--- src/rtl/nil_pkg.sv ---
package nil_pkg;
  typedef logic [1:0] lvl_t;

  localparam lvl_t LVL_MAIN = 2'b10;
  localparam lvl_t LVL_MASK = 2'b11;

  // ordering of the non-monotonic level code: main < L1 < L2 < masked
  function automatic logic [1:0] lvl_rank(input lvl_t code);
    case (code)
      2'b10:   lvl_rank = 2'd0;
      2'b01:   lvl_rank = 2'd1;
      2'b00:   lvl_rank = 2'd2;
      default: lvl_rank = 2'd3;
    endcase
  endfunction
endpackage

--- src/rtl/nil_rank.sv ---
module nil_rank
  import nil_pkg::*;
#(
  parameter int N_USER = 29
) (
  input  logic [N_USER-1:0]   user_req,
  input  logic [2*N_USER-1:0] user_prio,
  input  lvl_t                cur_lvl,
  output logic [N_USER-1:0]   user_ok,
  output logic [2*N_USER-1:0] user_rank
);
  logic [1:0] cur_rank;
  assign cur_rank = lvl_rank(cur_lvl);

  for (genvar g = 0; g < N_USER; g++) begin : g_src
    logic [1:0] r;
    assign r = lvl_rank(user_prio[2*g +: 2]);
    assign user_rank[2*g +: 2] = r;
    assign user_ok[g] = user_req[g] && (r > cur_rank);
  end
endmodule

--- src/rtl/nil_pick.sv ---
module nil_pick
  import nil_pkg::*;
#(
  parameter int N_USER = 29,
  parameter int IDX_W  = $clog2(N_USER + 3)
) (
  input  logic                reset_req,
  input  logic                trap_req,
  input  logic                nmi_req,
  input  logic [N_USER-1:0]   user_ok,
  input  logic [2*N_USER-1:0] user_rank,
  input  logic [2*N_USER-1:0] user_prio,
  output logic                elig,
  output logic [IDX_W-1:0]    win_idx,
  output lvl_t                win_lvl
);
  localparam int FIRST_USER = 3;

  logic             u_found;
  logic [1:0]       u_best;
  logic [IDX_W-1:0] u_idx;
  lvl_t             u_lvl;

  // scan high-to-low with >= so the lowest number wins a rank tie
  always_comb begin
    u_found = 1'b0;
    u_best  = '0;
    u_idx   = '0;
    u_lvl   = LVL_MAIN;
    for (int i = N_USER - 1; i >= 0; i--) begin
      if (user_ok[i] && (!u_found || user_rank[2*i +: 2] >= u_best)) begin
        u_found = 1'b1;
        u_best  = user_rank[2*i +: 2];
        u_idx   = IDX_W'(i + FIRST_USER);
        u_lvl   = user_prio[2*i +: 2];
      end
    end
  end

  always_comb begin
    elig = reset_req | trap_req | nmi_req | u_found;
    if (reset_req) begin
      win_idx = IDX_W'(0);
      win_lvl = LVL_MASK;
    end else if (trap_req) begin
      win_idx = IDX_W'(1);
      win_lvl = LVL_MASK;
    end else if (nmi_req) begin
      win_idx = IDX_W'(2);
      win_lvl = LVL_MASK;
    end else begin
      win_idx = u_idx;
      win_lvl = u_lvl;
    end
  end
endmodule

--- src/rtl/nil_seq.sv ---
module nil_seq
  import nil_pkg::*;
#(
  parameter int          IDX_W       = 5,
  parameter int          ADDR_W      = 24,
  parameter int          ENTRY_BYTES = 4,
  parameter [ADDR_W-1:0] VEC_BASE    = 24'h008000
) (
  input  logic              clk,
  input  logic              rst,
  input  logic              elig,
  input  logic [IDX_W-1:0]  win_idx,
  input  lvl_t              win_lvl,
  input  logic              ent_ack,
  input  logic              ret_stb,
  input  logic              act_lvl,
  output logic              take_irq,
  output logic [ADDR_W-1:0] vec_addr,
  output lvl_t              new_lvl,
  output logic              ret_restore,
  output logic              ret_wait
);
  logic blank_q;
  logic offer;

  assign offer = elig && !ent_ack && !blank_q;

  always_ff @(posedge clk) begin
    if (rst) begin
      blank_q     <= 1'b0;
      take_irq    <= 1'b0;
      vec_addr    <= '0;
      new_lvl     <= 2'b00;
      ret_restore <= 1'b0;
      ret_wait    <= 1'b0;
    end else begin
      blank_q     <= ent_ack;
      take_irq    <= offer;
      if (offer) begin
        vec_addr <= VEC_BASE + ADDR_W'(win_idx) * ADDR_W'(ENTRY_BYTES);
        new_lvl  <= win_lvl;
      end
      ret_restore <= ret_stb && !act_lvl;
      ret_wait    <= ret_stb && act_lvl;
    end
  end

  // entry acknowledge blanks the offer for two edges
  a_r10_blank_first: assert property (@(posedge clk) disable iff (rst)
    ent_ack |=> !take_irq);
  a_r10_blank_second: assert property (@(posedge clk) disable iff (rst)
    ent_ack |=> ##1 !take_irq);
  // return actions
  a_r11_exclusive: assert property (@(posedge clk) disable iff (rst)
    !(ret_restore && ret_wait));
  a_r11_restore: assert property (@(posedge clk) disable iff (rst)
    (ret_stb && !act_lvl) |=> ret_restore);
  a_r11_wait: assert property (@(posedge clk) disable iff (rst)
    (ret_stb && act_lvl) |=> ret_wait);
  // an eligible unblocked request is offered on the next cycle
  a_r9_offer: assert property (@(posedge clk) disable iff (rst)
    (elig && !ent_ack && !blank_q) |=> take_irq);
  // no offer leaves the vector and level untouched
  a_r12_hold: assert property (@(posedge clk) disable iff (rst)
    !offer |=> ($stable(vec_addr) && $stable(new_lvl)));
endmodule

--- src/rtl/nil_vector_unit.sv ---
module nil_vector_unit
  import nil_pkg::*;
#(
  parameter int          N_USER      = 29,
  parameter int          ADDR_W      = 24,
  parameter int          ENTRY_BYTES = 4,
  parameter [ADDR_W-1:0] VEC_BASE    = 24'h008000
) (
  input  logic                clk,
  input  logic                rst,
  input  logic                reset_req,
  input  logic                trap_req,
  input  logic                nmi_req,
  input  logic [N_USER-1:0]   user_req,
  input  logic [2*N_USER-1:0] user_prio,
  input  logic [1:0]          cur_lvl,
  input  logic                act_lvl,
  input  logic                ent_ack,
  input  logic                ret_stb,
  output logic                take_irq,
  output logic [ADDR_W-1:0]   vec_addr,
  output logic [1:0]          new_lvl,
  output logic                ret_restore,
  output logic                ret_wait
);
  localparam int IDX_W = $clog2(N_USER + 3);

  logic [N_USER-1:0]   user_ok;
  logic [2*N_USER-1:0] user_rank;
  logic                elig;
  logic [IDX_W-1:0]    win_idx;
  lvl_t                win_lvl;

  nil_rank #(.N_USER(N_USER)) u_rank (
    .user_req (user_req),
    .user_prio(user_prio),
    .cur_lvl  (cur_lvl),
    .user_ok  (user_ok),
    .user_rank(user_rank)
  );

  nil_pick #(.N_USER(N_USER), .IDX_W(IDX_W)) u_pick (
    .reset_req(reset_req),
    .trap_req (trap_req),
    .nmi_req  (nmi_req),
    .user_ok  (user_ok),
    .user_rank(user_rank),
    .user_prio(user_prio),
    .elig     (elig),
    .win_idx  (win_idx),
    .win_lvl  (win_lvl)
  );

  nil_seq #(
    .IDX_W(IDX_W), .ADDR_W(ADDR_W),
    .ENTRY_BYTES(ENTRY_BYTES), .VEC_BASE(VEC_BASE)
  ) u_seq (
    .clk        (clk),
    .rst        (rst),
    .elig       (elig),
    .win_idx    (win_idx),
    .win_lvl    (win_lvl),
    .ent_ack    (ent_ack),
    .ret_stb    (ret_stb),
    .act_lvl    (act_lvl),
    .take_irq   (take_irq),
    .vec_addr   (vec_addr),
    .new_lvl    (new_lvl),
    .ret_restore(ret_restore),
    .ret_wait   (ret_wait)
  );

  // under the full mask only reset, trap or NMI can produce an offer
  a_r4_full_mask: assert property (@(posedge clk) disable iff (rst)
    (cur_lvl == LVL_MASK && !reset_req && !trap_req && !nmi_req) |-> !elig);
  // non-maskable sources always win with the masking level
  a_r5_nonmask: assert property (@(posedge clk) disable iff (rst)
    (reset_req || trap_req || nmi_req) |-> (elig && win_lvl == LVL_MASK && win_idx < IDX_W'(3)));
  // a main-coded source is never the winner
  a_r3_main_code: assert property (@(posedge clk) disable iff (rst)
    (elig && win_idx >= IDX_W'(3)) |-> (win_lvl != LVL_MAIN));
endmodule

--- config.mk ---
export PLATFORM = sky130hd
export DESIGN_NAME = nil_vector_unit
export DESIGN_NICKNAME = d
export VERILOG_FILES = /design/src/rtl/nil_pkg.sv /design/src/rtl/nil_rank.sv /design/src/rtl/nil_pick.sv /design/src/rtl/nil_seq.sv /design/src/rtl/nil_vector_unit.sv
export SDC_FILE = /design/constraint.sdc
export NUM_CORES = 1
export LEC_CHECK = 0
export BUFFER_PORTS_ARGS = -buffer_cell sky130_fd_sc_hd__buf_2
export CAP_MARGIN = 20
export CORE_UTILIZATION = 64
export CTS_BUF_LIST = sky130_fd_sc_hd__clkbuf_8
export CTS_CLUSTER_DIAMETER = 200
export DETAILED_ROUTE_END_ITERATION = 8
export GPL_TIMING_DRIVEN = 0
export HOLD_SLACK_MARGIN = 0.08
export PLACE_DENSITY = 0.94
export SLEW_MARGIN = 40
export SYNTH_ARGS = -nofsm -noshare
export SYNTH_HDL_FRONTEND = slang
export SYNTH_HIERARCHICAL = 1
export SYNTH_SLANG_ARGS = --single-unit
export TNS_END_PERCENT = 50
--- constraint.sdc ---
create_clock -name clk -period 96.5 [get_ports clk]
set_input_delay 4.825 -clock clk [delete_from_list [all_inputs] [get_ports clk]]
set_output_delay 4.825 -clock clk [all_outputs]
set_load 0.05 [all_outputs]
==> metrics.txt, run 1 <==
largest net degree at the start of global routing=30; Clock Latency Late Sink=~240 ps; diodes inserted=0; IO Port Bufs=106; Setup crit end=u_seq/vec_addr[6]; core area=10400 µm²; Yosys reg bits=12; maximum vdd drop=0.0106 mV; Antenna Violating Nets Remaining=0; Worst Setup SP=cur_lvl[0]; TritonCTS Buffers=3; first-pass GRT wire length=slightly below 30 mm; CTS H-tree lvls=1; R2R cell count=3; RePlAce Congestion=0.932; leakage dissipation=about 0.0043 µW; CTS Hold Bufs=0; number of synthesized flops with an enable pin=0; post-synthesis async set-or-reset flop share=0%; all-layer global routing usage=31.2%; layout cell share with drive strength beyond 1=18.7%; sequential power share=4.4%; DR DRC count=0; initial antenna violation count=1; worst hold slack=491 ps; placement row count=37; Netlist cell types=94; Crit Reg-Reg Endpoint=u_seq/new_lvl[1]; crit share post-route=between 50% and 60%; CTS Buffer Depth=2; Num Clock Sinks=12; Die ar.=around 11000 µm²; PwrDens=16.6 nW/µm²; Worst Path Class, Setup=primary input to flop; register area share after synthesis=between 3 and 4%; CTS tree=built; syn avg cell area=7.48 µm²; final setup violation count=0; CP Launch Type=primary input; Slew @ Worst Pin=between 800 and 900 ps; switching part of the total power=54.5%; P_int=58.0 µW; hold path depth=2; maximum clock frequency=20.5 MHz; Setup TNS=0 ps; max-slew violations=0; Detailed Place HPWL=14.5 mm; initial core utilization=66.3%; most used cell, CP=ha_1; Wirelength per Cell=14.9 µm; Synth area leaders=ha_1 (28%), inv_1 (6.2%), o211a_1 (5.0%); GRT overflow=0; vias in the first global route=6686; Switch Pwr=69.4 µW; clock share of power=4.3%; Syn-to-layout area delta=11.9%; minimum clock period=just under 50000 ps; Top FF cell, synth=dfxtp_1; Worst Path Arrival=49040 ps; Synth top cells by count=ha_1 (152), inv_1 (114), nand2_1 (84), nor2_1 (62), nor2b_1 (39); FF-to-FF setup slack=95550 ps; CP max FO=29; Post-CTS Setup Inserts=0; Worst slew margin=43.7%; Die Ht=106 µm; Final nets=around 1300; Critical-path top delay cell=a31oi_1; RSZ-0062 raised after global routing=no; most numerous cell in the Yosys netlist=ha_1; Critical Path Max Stage Delay=520 ps; worst r2r src=u_seq/blank_q; Final Hold Vio Count=0; Syn Inst Count=918; Max-Cap Viols=0; Synth area leader=ha_1; Root Driver=clkbuf_8; Ys Warns=6; total routed wirelength=between 15 and 20 mm; HP Class=flop to flop; total number of vias=7228; Clock Skew=2.05 ps; clk slew on worst S/H paths=50 ps; vias per inst=~6; IO Count=126; Worst EP required=roughly 97000 ps; power share of the combinational group=91.4%; area of the mapped netlist=6870 µm²; status=finished, final reports clean; Synth top area share=27.7%; Die Span X=106 µm; Iter 0 DRT Violations=489; detailed-router iteration count before antenna repair=5; Setup crit end kind=flop; # resized after CTS=0
power groups by stage:
stage               Sequential, µW  Combinational (µW)  Clock [µW]
floorplan                     6.82                88.1           0
global placement              5.64                 109           0
detailed placement            5.65                 113           0
CTS                           5.55                 114        5.51
global route                  5.59                 129        5.89
finish                        5.55                 116        5.45
kinds of logic (layout without fill, tap and decap cells):
group,after synthesis,in the layout,share of synthesized area (%)
buffers and inverters,144,254,9.36
AND/OR/NAND/NOR,331,331,26.1
flip-flops,12,12,3.50
other,1,18,0.0546
AO/OA/AOI/OAI,251,251,29.1
multiplexers,20,20,3.10
adder cells (fa/ha/maj),159,159,28.7
flip-flops by register name (all words and copies together) (netlist names):
register and count:
u_seq/blank_q 1, u_seq/new_lvl 2, u_seq/ret_restore 1, u_seq/ret_wait 1
u_seq/take_irq 1, u_seq/vec_addr 6
area by class of cell:
type	instances	area, µm²
plain buffers	30	215
clock buffers	4	55.1
fillers	817	2680
inverters	114	428
multi-input cells	779	6050
flip-flops and latches	12	240
well taps	136	170
repair buffers	106	531
layout by cell type (no fill, tap or decap), types with 5 or more instances in the layout:
master / n
inv_1: 113
nor3b_1: 9
nand2b_1: 35
a211oi_1: 10
buf_2: 110
a21oi_1: 34
mux2i_1: 12
conb_1: 18
nor2_1: 62
nor2b_1: 39
o21ai_0: 35
a21boi_0: 5
nand3_1: 8
nand2b_4: 5
and3_1: 8
o21ai_2: 5
maj3_1: 6
ha_1: 152
dfxtp_1: 12
mux2_2: 7
nand2_1: 84
a31oi_1: 8
o21a_1: 10
and2_1: 10
a31o_2: 7
o211ai_1: 10
or2_1: 30
buf_4: 18
o21ai_1: 6
o31ai_1: 7
nor3_1: 11
o211a_1: 34
a22oi_1: 11
worst max-delay path: cells and delay by family:
family          cells  cell delay, ps
simple gates       59            9400
compound gates     85           19260
mux                 8            2510
fa+ha+maj          35            9860
buf+inv            15            3140
routing by layer:
metal | up-vias | share of wire, % | track usage (%)
met5 | - | 0.080 | 0
met4 | 2 | 2.2 | 9.23
met3 | 43 | 6.7 | 2.97
met2 | 314 | 48 | 55.4
met1 | 3345 | 43 | 39.9
li1 | 3524 | - | -
worst min path at each step:
stage | from | to
final | u_seq/new_lvl[0] | u_seq/new_lvl[0]
after global routing | u_seq/new_lvl[0] | u_seq/new_lvl[0]
after CTS | u_seq/vec_addr[2] | u_seq/vec_addr[2]
after detailed placement | u_seq/vec_addr[2] | u_seq/vec_addr[2]
after global placement | u_seq/new_lvl[1] | u_seq/new_lvl[1]
after floorplan | u_seq/blank_q | u_seq/new_lvl[0]
metrics by stage:
step,cells,cell area [µm²],setup WS [ps],total power (µW),utilization (%)
2_1_floorplan,935,6930,53710,94.9,-
3_3_place_gp,1177,7630,48740,114,73.6
3_5_place_dp,1177,7630,48210,119,73.6
4_1_cts,1181,7690,48270,125,74.2
5_1_grt,1181,7690,43990,141,74.2
6_report,1181,7690,47630,127,74.2
Note: power is estimated with default switching activity, not from simulation.
==> run 2: changes to the inputs <==
--- a/config.mk
+++ b/config.mk
@@ -5,15 +5,16 @@
 export SDC_FILE = /design/constraint.sdc
 export NUM_CORES = 1
 export LEC_CHECK = 0
+export ABC_AREA = 1
 export BUFFER_PORTS_ARGS = -buffer_cell sky130_fd_sc_hd__buf_2
 export CAP_MARGIN = 20
-export CORE_UTILIZATION = 64
+export CORE_UTILIZATION = 54
 export CTS_BUF_LIST = sky130_fd_sc_hd__clkbuf_8
 export CTS_CLUSTER_DIAMETER = 200
 export DETAILED_ROUTE_END_ITERATION = 8
 export GPL_TIMING_DRIVEN = 0
 export HOLD_SLACK_MARGIN = 0.08
-export PLACE_DENSITY = 0.94
+export PLACE_DENSITY = 0.85
 export SLEW_MARGIN = 40
 export SYNTH_ARGS = -nofsm -noshare
 export SYNTH_HDL_FRONTEND = slang
==> constraint.sdc (replaced) <==
create_clock -name clk -period 39.1 [get_ports clk]
set_input_delay 1.955 -clock clk [delete_from_list [all_inputs] [get_ports clk]]
set_output_delay 1.955 -clock clk [all_outputs]
set_load 0.05 [all_outputs]
==> metrics.txt, run 2 <==
final instance area=approximately 7600 µm²; register bank with the most flops=u_seq/vec_addr; Synth top area share=between 20% and 30%; Final nets=1466; R2R cell count=5; Die ar.=12900 µm²; Die Ht=around 110 µm; PwrDens=36.8 nW/µm²; area of the mapped netlist=6710 µm²; leakage dissipation=0.00467 µW; Synth top cells by count=inv_1 (249), nand2_1 (214), ha_1 (152), nand3_1 (88), nor2_1 (87); minimum clock period=approximately 30000 ps; Post-CTS Setup Inserts=0; Num Clock Sinks=12; Wirelength per Cell=10.1 µm; IO Count=126; RSZ-0062 raised after global routing=no; IO Port Bufs=107; clk slew on worst S/H paths=approximately 50 ps; first-pass GRT wire length=24.7 mm; diodes inserted=0; core area=12100 µm²; CP Launch Type=primary input; DR DRC count=0; layout cell share with drive strength beyond 1=22.9%; vias in the first global route=6091; Max-Cap Viols=0; largest registers=u_seq/vec_addr: 6 flops, u_seq/new_lvl: 2 flops; commonest non-fill, non-tap cell in the layout=inv_1; all-layer global routing usage=between 20% and 30%; max-slew violations=0; Ys Warns=6; RePlAce Congestion=0.845; TritonCTS Buffers=3; crit share post-route=76.9%; largest net degree at the start of global routing=30; vias per inst=4.80; detailed-router iteration count before antenna repair=4; Top FF cell, synth=dfxtp_1; Worst slew margin=51.7%; Setup TNS=0 ps; post-synthesis async set-or-reset flop share=0%; Slew @ Worst Pin=a little over 700 ps; total routed wirelength=14.0 mm; placement row count=40; Setup crit end kind=flop; GRT overflow=0; hold path depth=2; final setup violation count=0; CTS Hold Bufs=0; most frequent cells in the layout=inv_1 (248), nand2_1 (214), ha_1 (152), buf_2 (108), nand3_1 (88); register area share after synthesis=3.58%; Die Span X=114 µm; Syn Inst Count=approximately 1100; total number of vias=approximately 6600; Yosys reg bits=12; initial core utilization=between 50% and 60%; Clock Latency Late Sink=240 ps; max reg flops=6; Layout fillers=1158; CTS H-tree lvls=1; Root Driver=clkbuf_8; status=finished, final reports clean; Critical Path Max Stage Delay=540 ps; CTS Buffer Depth=2; Clock Skew=~0.94 ps; Detailed Place HPWL=12.2 mm; initial antenna violation count=0; Critical-path top delay cell=inv_2; CTS tree=built; CP max FO=29; number of synthesized flops with an enable pin=0; Netlist cell types=42; Synth area leader=ha_1; Worst EP required=39280 ps; Syn-to-layout area delta=13.3%; Worst Path Arrival=30230 ps; maximum vdd drop=0.0150 mV; post-placement cell area=about 7600 µm²; most used cell, CP=o21ai_0; Synth area leaders=ha_1 (28%), inv_1 (14%), nand2_1 (12%); HP Class=flop to flop; Worst Path Class, Setup=primary input to flop; Final Hold Vio Count=0; # resized after CTS=0; Iter 0 DRT Violations=238; maximum clock frequency=33.3 MHz; syn avg cell area=6.18 µm²; Antenna Violating Nets Remaining=0; most numerous cell in the Yosys netlist=inv_1
[run 2: changes by cell type after synthesis, moves of 35 or more]
cell      previous run  this run
inv_1              114       249
nand2_1             84       214
nand3_1              8        88
nand2_2              2        47
nor2b_1             39         0
nand2b_1            35         0
[run 2: worst paths after layout]
| kind | end | slack (ps) | startpoint |
|---|---|---|---|
| worst min-delay path | u_seq/vec_addr[15] | 460 | u_seq/vec_addr[15] |
| worst min register to register | u_seq/vec_addr[15] | 460 | u_seq/vec_addr[15] |
| worst max register to register | u_seq/new_lvl[1] | 38210 | u_seq/blank_q |
| worst max-delay path | u_seq/vec_addr[6] | 9050 | cur_lvl[0] |
[run 2: logic make-up after synthesis]
kind of cell,synth area share [%]
compound gates,13.3
fa+ha+maj,28.3
buf+inv,16.8
flops,3.58
other cells,0.0559
simple gates,38.0
[run 2: routing by layer]
metal	share of wire [%]	up-vias	GRT usage [%]	routed length, µm
met1	47	2873	27.3	6580
li1	-	3676	-	-
met5	0	-	0	0
met2	50	91	43.5	6990
met3	2.5	6	1.06	345
met4	0.49	0	3.51	69
[run 2: metrics by stage]
stage	utilization, %	total power [µW]	hold WS, ps	worst slack [ps]	instances
final	63.1	280	459	9050	1384
after global routing	63.1	320	491	5510	1384
after CTS	63.1	282	465	9010	1384
after detailed placement	62.6	266	450	8850	1380
after global placement	62.4	259	443	8910	1379
after floorplan	-	220	599	11990	1104
[run 2: worst max-delay path, delay by kind of cell]
| kind | cells | cell delay, ps |
|---|---|---|
| and+or+nand+nor | 106 | 10210 |
| adders and majority gates | 30 | 8410 |
| AOI/OAI and AO/OA | 54 | 7050 |
| buffers and inverters | 26 | 2520 |
[run 2: layout make-up]
| cell class | count | area (µm²) | share of cell area (%) |
|---|---|---|---|
| Multi-Input combinational cell | 814 | 5410 | 71.1 |
| Buffer | 21 | 163 | 2.14 |
| Timing Repair Buffer | 108 | 563 | 7.40 |
| Tap cell | 168 | 210 | 2.76 |
| Clock buffer | 4 | 55.1 | 0.724 |
| Sequential cell | 12 | 240 | 3.16 |
| Inverter | 257 | 965 | 12.7 |
[run 2: report_power, final]
| group | internal, µW | total (µW) | switching [µW] |
|---|---|---|---|
| clock network | 8.91 | 13.8 | 4.85 |
| logic | 96.2 | 253 | 156 |
| registers | 13.1 | 13.6 | 0.425 |
==> run 3: changes to the inputs <==
--- a/config.mk
+++ b/config.mk
@@ -5,16 +5,16 @@
 export SDC_FILE = /design/constraint.sdc
 export NUM_CORES = 1
 export LEC_CHECK = 0
-export ABC_AREA = 1
+export ABC_AREA = 0
 export BUFFER_PORTS_ARGS = -buffer_cell sky130_fd_sc_hd__buf_2
 export CAP_MARGIN = 20
-export CORE_UTILIZATION = 54
+export CORE_UTILIZATION = 60
 export CTS_BUF_LIST = sky130_fd_sc_hd__clkbuf_8
 export CTS_CLUSTER_DIAMETER = 200
 export DETAILED_ROUTE_END_ITERATION = 8
 export GPL_TIMING_DRIVEN = 0
 export HOLD_SLACK_MARGIN = 0.08
-export PLACE_DENSITY = 0.85
+export PLACE_DENSITY = 0.89
 export SLEW_MARGIN = 40
 export SYNTH_ARGS = -nofsm -noshare
 export SYNTH_HDL_FRONTEND = slang
==> constraint.sdc (replaced) <==
create_clock -name clk -period 28 [get_ports clk]
set_input_delay 1.4 -clock clk [delete_from_list [all_inputs] [get_ports clk]]
set_output_delay 1.4 -clock clk [all_outputs]
set_load 0.05 [all_outputs]
==> metrics.txt, run 3 <==
post-synthesis async set-or-reset flop share=0%; number of synthesized flops with an enable pin=0; Ys Warns=6; Root Driver=clkbuf_8; Synth area leaders=ha_1 (28%), inv_1 (6.2%), o211a_1 (5.0%); GRT overflow=94; Detailed Place HPWL=14.8 mm; CTS H-tree lvls=1; Die Span X=109 µm; Synth area leader=ha_1; IO Port Bufs=~110; Num Clock Sinks=12; most numerous cell in the Yosys netlist=ha_1; Fail Step=global routing; Yosys reg bits=12; worst-path endpoint category=sequential cell input; CTS Buffer Depth=2; largest net degree at the start of global routing=15; register area share after synthesis=3.50%; Die Ht=about 110 µm; Synth top area share=around 28%; Netlist cell types=94; RePlAce Congestion=about 0.9; TritonCTS Buffers=3; IO Count=126; initial core utilization=around 63%; status=did not finish; pre-CTS setup slack=-12300 ps; Top FF cell, synth=dfxtp_1; Synth top cells by count=ha_1 (152), inv_1 (114), nand2_1 (84), nor2_1 (62), nor2b_1 (39); area of the mapped netlist=roughly 7000 µm²; Err=[ERROR GRT-0232] Routing congestion too high. Check the congestion heatmap in the GUI.; Syn Inst Count=918; critical endpoint after global-route timing repair=u_seq/vec_addr[6]$_SDFFE_PP0P_/D; all-layer global routing usage=80.4%; syn avg cell area=7.48 µm²; placement row count=38; CTS Hold Bufs=0
-- run 3: what timing repair did --
action,4_1_cts
resized for setup,50
cloned,2
pin swaps,120
setup endpoints to repair,7
setup buffers,134
-- run 3: per-layer routing --
layer	GRT overflow	track usage, %
met1	1	78.6
met5	0	33.0
met2	50	96.0
met3	2	65.3
met4	41	86.2
-- run 3: cell families after synthesis --
logic type / Yosys count / synth area share, %
AND/OR/NAND/NOR: 331 / 26.1
flip-flops: 12 / 3.50
buffers and inverters: 144 / 9.36
adder cells (fa/ha/maj): 159 / 28.7
multiplexers: 20 / 3.10
AO/OA/AOI/OAI: 251 / 29.1
other: 1 / 0.0546
-- run 3: metrics by stage --
| stage | std cells | hold WS [ps] | utilization [%] | area [µm²] |
|---|---|---|---|---|
| after global placement | 1181 | 463 | 75.9 | 8340 |
| after detailed placement | 1181 | 477 | 75.9 | 8340 |
| after CTS | 1320 | 490 | 87.9 | 9660 |
| after floorplan | 935 | 636 | - | 7630 |
==> run 4: changes to the inputs <==
--- a/config.mk
+++ b/config.mk
@@ -8,13 +8,10 @@
 export ABC_AREA = 0
 export BUFFER_PORTS_ARGS = -buffer_cell sky130_fd_sc_hd__buf_2
 export CAP_MARGIN = 20
-export CORE_UTILIZATION = 60
-export CTS_BUF_LIST = sky130_fd_sc_hd__clkbuf_8
-export CTS_CLUSTER_DIAMETER = 200
+export CORE_UTILIZATION = 40
 export DETAILED_ROUTE_END_ITERATION = 8
 export GPL_TIMING_DRIVEN = 0
-export HOLD_SLACK_MARGIN = 0.08
-export PLACE_DENSITY = 0.89
+export PLACE_DENSITY_LB_ADDON = 0.15
 export SLEW_MARGIN = 40
 export SYNTH_ARGS = -nofsm -noshare
 export SYNTH_HDL_FRONTEND = slang
==> metrics.txt, run 4 (synthesis gave the netlist of run 1 again) <==
status=finished, violations left; failing checks=setup timing; Final Hold Vio Count=0; Die Span X=~130 µm; HP Class=flop to flop; GRT overflow=0; register bank with the most flops=u_seq/vec_addr; CTS Buffer Depth=2; Iter 0 DRT Violations=391; total number of vias=7700; Setup TNS=-54840 ps; IO Port Bufs=106; largest registers=u_seq/vec_addr: 6 flops, u_seq/new_lvl: 2 flops; crit share post-route=128%; layout cell share with drive strength beyond 1=41.7%; Antenna Violating Nets Remaining=0; Num Clock Sinks=12; diodes inserted=0; maximum vdd drop=0.0325 mV; Root Driver=clkbuf_16; worst setup margin=-7930 ps; IO Count=126; largest net degree at the start of global routing=15; CTS H-tree lvls=1; CP max FO=5; total routed wirelength=22.0 mm; vias per inst=5.43; commonest non-fill, non-tap cell in the layout=buf_4; initial core utilization=approximately two fifths; CTS tree=built; Worst EP required=~28000 ps; Detailed Place HPWL=15.6 mm; max reg flops=6; Critical-path top delay cell=or3b_4; initial antenna violation count=0; Layout fillers=approximately 1500; Worst Path Arrival=~36000 ps; all-layer global routing usage=24.5%; Die ar.=around 18000 µm²; Setup crit end kind=flop; core area=16700 µm²; pre-CTS setup slack=-12660 ps; CP Launch Type=primary input; minimum clock period=35930 ps; Wirelength per Cell=15.5 µm; max-slew violations=0; most frequent cells in the layout=buf_4 (174), ha_1 (135), inv_1 (111), buf_2 (105), nand2_1 (75); Worst Path Class, Setup=primary input to flop; placement row count=47; most used cell, CP=ha_1; first-pass GRT wire length=35.8 mm; CTS Hold Bufs=0; DR DRC count=0; Slew @ Worst Pin=854 ps; vias in the first global route=7486; detailed-router iteration count before antenna repair=5; CP Buf/Inv Count=17; final setup violation count=7; Syn-to-layout area delta=47.8%; Die Ht=133 µm; Worst slew margin=42.0%; cell family with most CP delay=compound AO/OA/AOI/OAI gates; leakage dissipation=0.00530 µW; Final Util=60.8%; Max-Cap Viols=0; RePlAce Congestion=0.841; RSZ-0062 raised after global routing=yes; Final nets=1450; clk slew on worst S/H paths=~40 ps; Critical Path Max Stage Delay=380 ps; Clock Latency Late Sink=230 ps; Final Power=746 µW; maximum clock frequency=27.8 MHz; TritonCTS Buffers=3; PwrDens=approximately 73 nW/µm²; Clock Skew=around 1.0 ps
## run 4: path summary, 6_finish.rpt
path | start | slack (ps) | to | cells after the start
worst min register to register | u_seq/vec_addr[15] | 480 | u_seq/vec_addr[15] | 1
worst max register to register | u_seq/blank_q | 27080 | u_seq/new_lvl[0] | 3
worst min-delay path | u_seq/vec_addr[15] | 480 | u_seq/vec_addr[15] | 1
worst max-delay path | cur_lvl[1] | -7930 | u_seq/new_lvl[0] | 200
## run 4: layout make-up
type	count	area, µm²	share of cell area [%]
Buffer	26	216	2.13
Clock buffer	3	75.1	0.739
Inverter	114	439	4.33
Multi-Input combinational cell	780	7170	70.6
Sequential cell	12	240	2.37
Tap cell	220	275	2.71
Timing Repair Buffer	263	1740	17.1
Timing Repair inverter	1	5.00	0.0493
## run 4: repair_timing
item,in CTS,in global routing
setup buffers,131,25
pin swaps,92,85
resized for setup,57,42
gates cloned,2,0
endpoints found under the hold margin,0,0
setup endpoints to repair,7,7
## run 4: per-stage QoR
stage / instance area [µm²] / hold WS, ps / cells
after global placement: 8440 / 465 / 1261
after global routing: 10200 / 502 / 1419
after CTS: 9800 / 481 / 1396
after floorplan: 7630 / 636 / 935
final: 10200 / 480 / 1419
after detailed placement: 8440 / 471 / 1261
## run 4: where the power goes
part | total [µW] | internal, µW | switching (µW)
Clock | 25.2 | 18.5 | 6.69
Combinational | 701 | 365 | 336
Sequential | 19.4 | 18.4 | 1.01
## run 4: layer usage
layer  GRT usage, %  routed length [µm]  up-vias
met5              0                   0        -
met4           7.34                 626        0
met3           2.38                1060       46
met2           40.5                9890      222
met1           33.3               10500     3592
li1               -                   -     3840
## run 4: worst reg2reg max path, cell delays in order, from the launching register on
cell     delay, ps
dfxtp_1        300
nor3b_2        170
buf_6          180
mux2i_1        200
